File: src/rtl/shadow_bank_pkg.sv
package shadow_bank_pkg;

  localparam int IDX_W = 8;

  typedef enum logic [1:0] {
    RD_NONE,
    RD_LOW,
    RD_SHADOW,
    RD_HIGH
  } rdSel_e;

  typedef struct packed {
    logic             recall;
    logic             wrVol;
    logic             wrNv;
    logic             wrLow;
    logic             wrHigh;
    logic             rdLatch;
    rdSel_e           rdSel;
    logic [IDX_W-1:0] idx;
  } bankStb_t;

endpackage

File: src/rtl/shadow_cell.sv
module shadow_cell #(
  parameter int DATA_W = 8
) (
  input  logic              clk,
  input  logic              rstN,
  input  logic              wrVol,
  input  logic              wrNv,
  input  logic              recall,
  input  logic [DATA_W-1:0] wrData,
  output logic [DATA_W-1:0] volQ,
  output logic [DATA_W-1:0] nvQ
);

  // Backing copy: no reset, it survives the warm reset
  always_ff @(posedge clk) begin
    if (wrNv) nvQ <= wrData;
  end

  // Working copy: a direct write wins over a reload
  always_ff @(posedge clk or negedge rstN) begin
    if (!rstN)       volQ <= '0;
    else if (wrVol)  volQ <= wrData;
    else if (recall) volQ <= nvQ;
  end

endmodule

File: src/rtl/shadow_bank_ctrl.sv
module shadow_bank_ctrl
  import shadow_bank_pkg::*;
#(
  parameter int ADDR_W     = 3,
  parameter int SHADOW_CNT = 4
) (
  input  logic              clk,
  input  logic              rstN,
  input  logic              pwrUp,
  input  logic              wrProtN,
  input  logic              wrEn,
  input  logic              rdEn,
  input  logic              persistNow,
  input  logic [ADDR_W-1:0] addr,
  output bankStb_t          stb
);

  localparam int HIGH_IDX = SHADOW_CNT + 1;
  localparam logic [ADDR_W-1:0] HIGH_ADDR = ADDR_W'(HIGH_IDX);

  logic pwrUpQ;
  logic pwrRel;
  logic isLow;
  logic isHigh;
  logic isShadow;
  logic inRange;
  logic wrOk;
  logic recallWr;

  always_ff @(posedge clk or negedge rstN) begin
    if (!rstN) pwrUpQ <= 1'b0;
    else       pwrUpQ <= pwrUp;
  end

  assign pwrRel = pwrUpQ & ~pwrUp;

  always_comb begin
    isLow    = (addr == '0);
    isHigh   = (addr == HIGH_ADDR);
    isShadow = !isLow && (addr < HIGH_ADDR);
    inRange  = (addr <= HIGH_ADDR);
    wrOk     = wrEn & wrProtN & inRange;
    // the reload decision uses the persist bit held before this write lands
    recallWr = wrOk & (isLow | isHigh) & ~persistNow;
  end

  always_comb begin
    stb         = '0;
    stb.wrVol   = wrOk & isShadow;
    stb.wrNv    = wrOk & isShadow & persistNow;
    stb.wrLow   = wrOk & isLow;
    stb.wrHigh  = wrOk & isHigh;
    stb.recall  = recallWr | pwrRel;
    stb.rdLatch = rdEn;
    stb.idx     = IDX_W'(addr);
    if (isLow)         stb.rdSel = RD_LOW;
    else if (isShadow) stb.rdSel = RD_SHADOW;
    else if (isHigh)   stb.rdSel = RD_HIGH;
    else               stb.rdSel = RD_NONE;
  end

endmodule

File: src/rtl/shadow_bank_dp.sv
module shadow_bank_dp
  import shadow_bank_pkg::*;
#(
  parameter int DATA_W     = 8,
  parameter int SHADOW_CNT = 4
) (
  input  logic                         clk,
  input  logic                         rstN,
  input  bankStb_t                     stb,
  input  logic [DATA_W-1:0]            wrData,
  output logic [DATA_W-1:0]            rdData,
  output logic [DATA_W-1:0]            lowQ,
  output logic [DATA_W-1:0]            highQ,
  output logic [SHADOW_CNT*DATA_W-1:0] volFlat,
  output logic [SHADOW_CNT*DATA_W-1:0] nvFlat
);

  logic [DATA_W-1:0] shadowRd;
  logic [DATA_W-1:0] rdNext;

  for (genvar k = 0; k < SHADOW_CNT; k++) begin : gCell
    logic hit;
    assign hit = (stb.idx == IDX_W'(k + 1));
    shadow_cell #(.DATA_W(DATA_W)) uCell (
      .clk    (clk),
      .rstN   (rstN),
      .wrVol  (stb.wrVol & hit),
      .wrNv   (stb.wrNv & hit),
      .recall (stb.recall),
      .wrData (wrData),
      .volQ   (volFlat[k*DATA_W +: DATA_W]),
      .nvQ    (nvFlat[k*DATA_W +: DATA_W])
    );
  end

  always_ff @(posedge clk or negedge rstN) begin
    if (!rstN) begin
      lowQ  <= '0;
      highQ <= '0;
    end else begin
      if (stb.wrLow)  lowQ  <= wrData;
      if (stb.wrHigh) highQ <= wrData;
    end
  end

  always_comb begin
    shadowRd = '0;
    for (int k = 0; k < SHADOW_CNT; k++) begin
      if (stb.idx == IDX_W'(k + 1)) shadowRd = nvFlat[k*DATA_W +: DATA_W];
    end
  end

  always_comb begin
    unique case (stb.rdSel)
      RD_LOW:    rdNext = lowQ;
      RD_SHADOW: rdNext = shadowRd;
      RD_HIGH:   rdNext = highQ;
      default:   rdNext = '0;
    endcase
  end

  always_ff @(posedge clk or negedge rstN) begin
    if (!rstN)            rdData <= '0;
    else if (stb.rdLatch) rdData <= rdNext;
  end

endmodule

File: src/rtl/shadow_ctrl_bank.sv
module shadow_ctrl_bank
  import shadow_bank_pkg::*;
#(
  parameter int DATA_W      = 8,
  parameter int ADDR_W      = 3,
  parameter int SHADOW_CNT  = 4,
  parameter int PERSIST_BIT = 7
) (
  input  logic                         clk,
  input  logic                         rstN,
  input  logic                         pwrUp,
  input  logic                         wrProtN,
  input  logic [ADDR_W-1:0]            addr,
  input  logic [DATA_W-1:0]            wrData,
  input  logic                         wrEn,
  input  logic                         rdEn,
  output logic [DATA_W-1:0]            rdData,
  output logic [DATA_W-1:0]            ctrl0Out,
  output logic [DATA_W-1:0]            ctrl5Out,
  output logic [SHADOW_CNT*DATA_W-1:0] cfgVol
);

  bankStb_t                     stb;
  logic [SHADOW_CNT*DATA_W-1:0] nvFlat;

  shadow_bank_ctrl #(
    .ADDR_W     (ADDR_W),
    .SHADOW_CNT (SHADOW_CNT)
  ) uCtrl (
    .clk        (clk),
    .rstN       (rstN),
    .pwrUp      (pwrUp),
    .wrProtN    (wrProtN),
    .wrEn       (wrEn),
    .rdEn       (rdEn),
    .persistNow (ctrl0Out[PERSIST_BIT]),
    .addr       (addr),
    .stb        (stb)
  );

  shadow_bank_dp #(
    .DATA_W     (DATA_W),
    .SHADOW_CNT (SHADOW_CNT)
  ) uDp (
    .clk     (clk),
    .rstN    (rstN),
    .stb     (stb),
    .wrData  (wrData),
    .rdData  (rdData),
    .lowQ    (ctrl0Out),
    .highQ   (ctrl5Out),
    .volFlat (cfgVol),
    .nvFlat  (nvFlat)
  );

endmodule

File: config.mk
export PLATFORM = sky130hd
export DESIGN_NAME = shadow_ctrl_bank
export DESIGN_NICKNAME = d
export VERILOG_FILES = /design/src/rtl/shadow_bank_pkg.sv /design/src/rtl/shadow_cell.sv /design/src/rtl/shadow_bank_ctrl.sv /design/src/rtl/shadow_bank_dp.sv /design/src/rtl/shadow_ctrl_bank.sv
export SDC_FILE = /design/constraint.sdc
export NUM_CORES = 1
export LEC_CHECK = 0
export ABC_AREA = 1
export BUFFER_PORTS_ARGS = -buffer_cell sky130_fd_sc_hd__buf_2
export CAP_MARGIN = 10
export CORE_MARGIN = 2
export CORE_UTILIZATION = 25
export DETAILED_ROUTE_END_ITERATION = 8
export SLEW_MARGIN = 10
export SYNTH_ARGS = -nofsm -noshare
export SYNTH_HDL_FRONTEND = slang
export SYNTH_SLANG_ARGS = --single-unit
File: constraint.sdc
create_clock -name clk -period 1.2 [get_ports clk]
set_input_delay 0.18 -clock clk [delete_from_list [all_inputs] [get_ports clk]]
set_output_delay 0.18 -clock clk [all_outputs]
set_load 0.005 [all_outputs]
==> impl_metrics.py <==
metrics = {
    "critical_path": {
        "cp_num_buf_inv": 2,
        "crit_path_end_kind": "register",
        "startpoint_type": "register",
        "worstSetupPathType": "reg -> reg",
        "path_cells": "inv_2, nand3_4, nand3_4, buf_6, nand2_2, nand2_1",
        "worstPathRequired_ns": 1.47,
        "worst-r2r-cell-count": 6,
        "cp_slowest_cell": "dfrtp_1",
        "path_max_fanout": 4,
        "path_common_cell": "nand3_4",
        "critical-path-top-delay-family": "simple AND/OR/NAND/NOR gates",
        "crit_cells": 6,
        "cp.arrival_ns": 1.45,
        "r2r_slack_ns": 0.02,
        "max_stage_delay_ns": 0.39,
    },
    "route": {
        "finalWirelength_um": 12120,
        "drt_first_iter_violations": 258,
        "viasPerCell": 4.199,
        "firstDrtPassIters": 5,
        "drt-wirelength-per-cell_um": 14.52,
        "num_vias": 3506,
        "ant_nets": 0,
        "drc_errors": 0,
    },
    "die": {
        "floorplan.initialDensity": 0.2543,
        "ios": 73,
        "core_um2": 16520,
        "die_w_um": 133.7,
        "dieArea_um2": 17860,
        "fp.dieH_um": 133.7,
        "num_rows": 47,
    },
    "placed_design": {
        "place_inst": 814,
        "placed_cell_area_um2": 5149,
        "dp_slack_ns": -0.2399,
        "io_buffers": 72,
        "place.gp.congestion": 0.9324,
        "dp_hpwl_um": 9231,
    },
    "min_path": {
        "hp-class": "in -> reg",
        "min_path_cells": 1,
    },
    "grt": {
        "grt_usage": 0.1422,
        "grt_overflow": 0,
        "grt_pass1_vias": 3499,
        "grt_max_degree": 58,
        "grt_pass1_wl_um": 19030,
        "antenna_found_initial": 0,
    },
    "power_and_ir_drop": {
        "p_per_area_nw_per_um2": 1343,
        "p_sw_frac": 0.2741,
        "p_int_mw": 5.383,
        "switchingPower_mw": 2.032,
        "comb_power_share": 0.169,
        "peakVddDrop_mv": 0.5465,
        "power_mw": 7.415,
        "clkPwrFrac": 0.338,
        "p_leak_nw": 2.810,
        "sequentialPowerShare": 0.493,
    },
    "run_status": {
        "status": "finished, final reports clean",
    },
    "synthesis": {
        "yosys.area_share.xor_xnor": 0,
        "netlist_area_um2": 4203,
        "synth-compound-area-share": 0.07145,
        "synth_seq_cells": 89,
        "ys_types": 21,
        "synth_simple_gate_area_frac": 0.2870,
        "syn_nets": 513,
        "synthAdderAreaFrac": 0,
        "syn_inst": 496,
        "seq_area_frac_synth": 0.5680,
        "yosysWarnings": 0,
        "synth_area_per_cell_um2": 8.473,
        "synth_top_family_by_area": "simple AND/OR/NAND/NOR gates",
        "synth_mux_area_frac": 0,
        "synth_top_area_cell": "dfrtp_1",
        "synth.top_cell.area_share": 0.3394,
        "synthTopCellsByArea": "dfrtp_1 34%, edfxtp_1 23%, nand2_1 19%",
    },
    "finish": {
        "fin_area_um2": 5520,
        "final_nets": 627,
        "fin_cells": 835,
        "drive_above_1_share": 0.2797,
        "final_util": 0.3341,
        "num_antenna_cells": 0,
        "final_cell_mix": "196 x nand2_1, 72 x buf_2, 57 x dfrtp_1",
        "area_growth_pct": 31.35,
        "final_common_cell": "nand2_1",
    },
    "sta": {
        "fin_skew_ns": 0.007880,
        "setup_ws_ns": 0.02245,
        "slew_viol_final": 0,
        "finalSetupTns_ns": 0,
        "setup_violations": 0,
        "relSlewSlack": 0.7587,
        "fin_crit_sh": 0.9813,
        "rsz0062_at_grt": "yes",
        "fmax_mhz": 849.2,
        "period_needed_ns": 1.178,
        "holdWs_ns": 0.09145,
        "worst_pin_slew_ns": 0.3616,
        "finalHoldViolCount": 0,
    },
    "clock_tree": {
        "cts_inserted_buffers": 9,
        "clockBufferDepth": 2,
        "cts_tree": "yes",
        "clock_latency_ns": 0.34,
        "clk_pin_slew_ns": 0.06,
        "clock-sinks": 89,
        "cts_root_buf": "clkbuf_16",
        "htree_levels": 3,
    },
    "run": {
        "drv_cap": 0,
    },
}
==> path summary, 6_finish.rpt <==
kind | from | end
max | uDp.lowQ[7] | uDp.gCell[3].uCell.volQ[7]
min | wrData[7] | uDp.gCell[3].uCell.nvQ[7]
max reg2reg | uDp.lowQ[7] | uDp.gCell[3].uCell.volQ[7]
min reg2reg | uDp.gCell[2].uCell.volQ[7] | uDp.gCell[2].uCell.volQ[7]
max in group asynchronous | rstN | uDp.lowQ[6]
min in group asynchronous | rstN | uDp.gCell[0].uCell.volQ[4]
==> registers in the layout (all words and copies together), names as in the netlist <==
register and cells:
uDp.lowQ 8, uCtrl.pwrUpQ 1, uDp.gCell.uCell.volQ 32, uDp.highQ 8, uDp.rdData 8, uDp.gCell.uCell.nvQ 32
==> synthesized netlist by cell type <==
cell	instances
a21oi_1	1
buf_6	1
nand2_1	211
inv_1	51
buf_4	4
nand4_4	1
nand4_1	7
clkbuf_1	3
nand3_4	6
nand3_2	1
dfrtp_1	57
nor2_4	3
or2_0	3
nor2_1	22
nand3_1	16
edfxtp_1	32
o21ai_0	50
inv_2	8
nand2_2	3
buf_2	7
o21ai_1	9
==> worst register-to-register path, cell delays in order (launching register included) <==
cell     delay (ns)
dfrtp_1        0.39
inv_2          0.12
nand3_4        0.17
nand3_4        0.19
buf_6          0.12
nand2_2        0.05
nand2_1        0.08
==> cell type report <==
type	count	area, um^2
Clock buffer	12	236.5
Clock inverter	4	22.52
Fill cell	1705	11000
Inverter	59	241.5
Multi-Input combinational cell	333	1585
Sequential cell	89	2387
Tap cell	220	275.3
Timing Repair Buffer	118	772.0
==> routing by layer <==
metal	vias up	share of wire	wire (um)	global-route usage
met5	-	0	0	0
met4	0	0.033	398	0.07151
met3	21	0.056	681	0.03120
met2	93	0.48	5860	0.2365
met1	1596	0.43	5182	0.1743
li1	1796	-	-	-
==> power groups by stage <==
stage          registers [mW]  logic [mW]  clock network [mW]
2_1_floorplan            3.70       0.539                   0
3_3_place_gp             3.72        1.20                   0
3_5_place_dp             3.71        1.22                   0
4_1_cts                  3.66        1.24                2.57
5_1_grt                  3.69        1.42                2.68
6_report                 3.65        1.25                2.51
==> repair_timing <==
action / CTS / global route
hold endpoints to repair: 58 / 0
setup endpoints to repair: 38 / 36
gates resized for setup: 2 / 20
hold buffers: 2 / 0
pin swaps: 1 / 9
buffers inserted: 0 / 3
==> kinds of logic (layout without fill, tap and decap cells) <==
family                 after synthesis  count (layout)
AOI/OAI and AO/OA                   60              60
buffers and inverters               74             193
and+or+nand+nor                    273             273
DFF                                 89              89
Power figures use the tool's default switching activity.
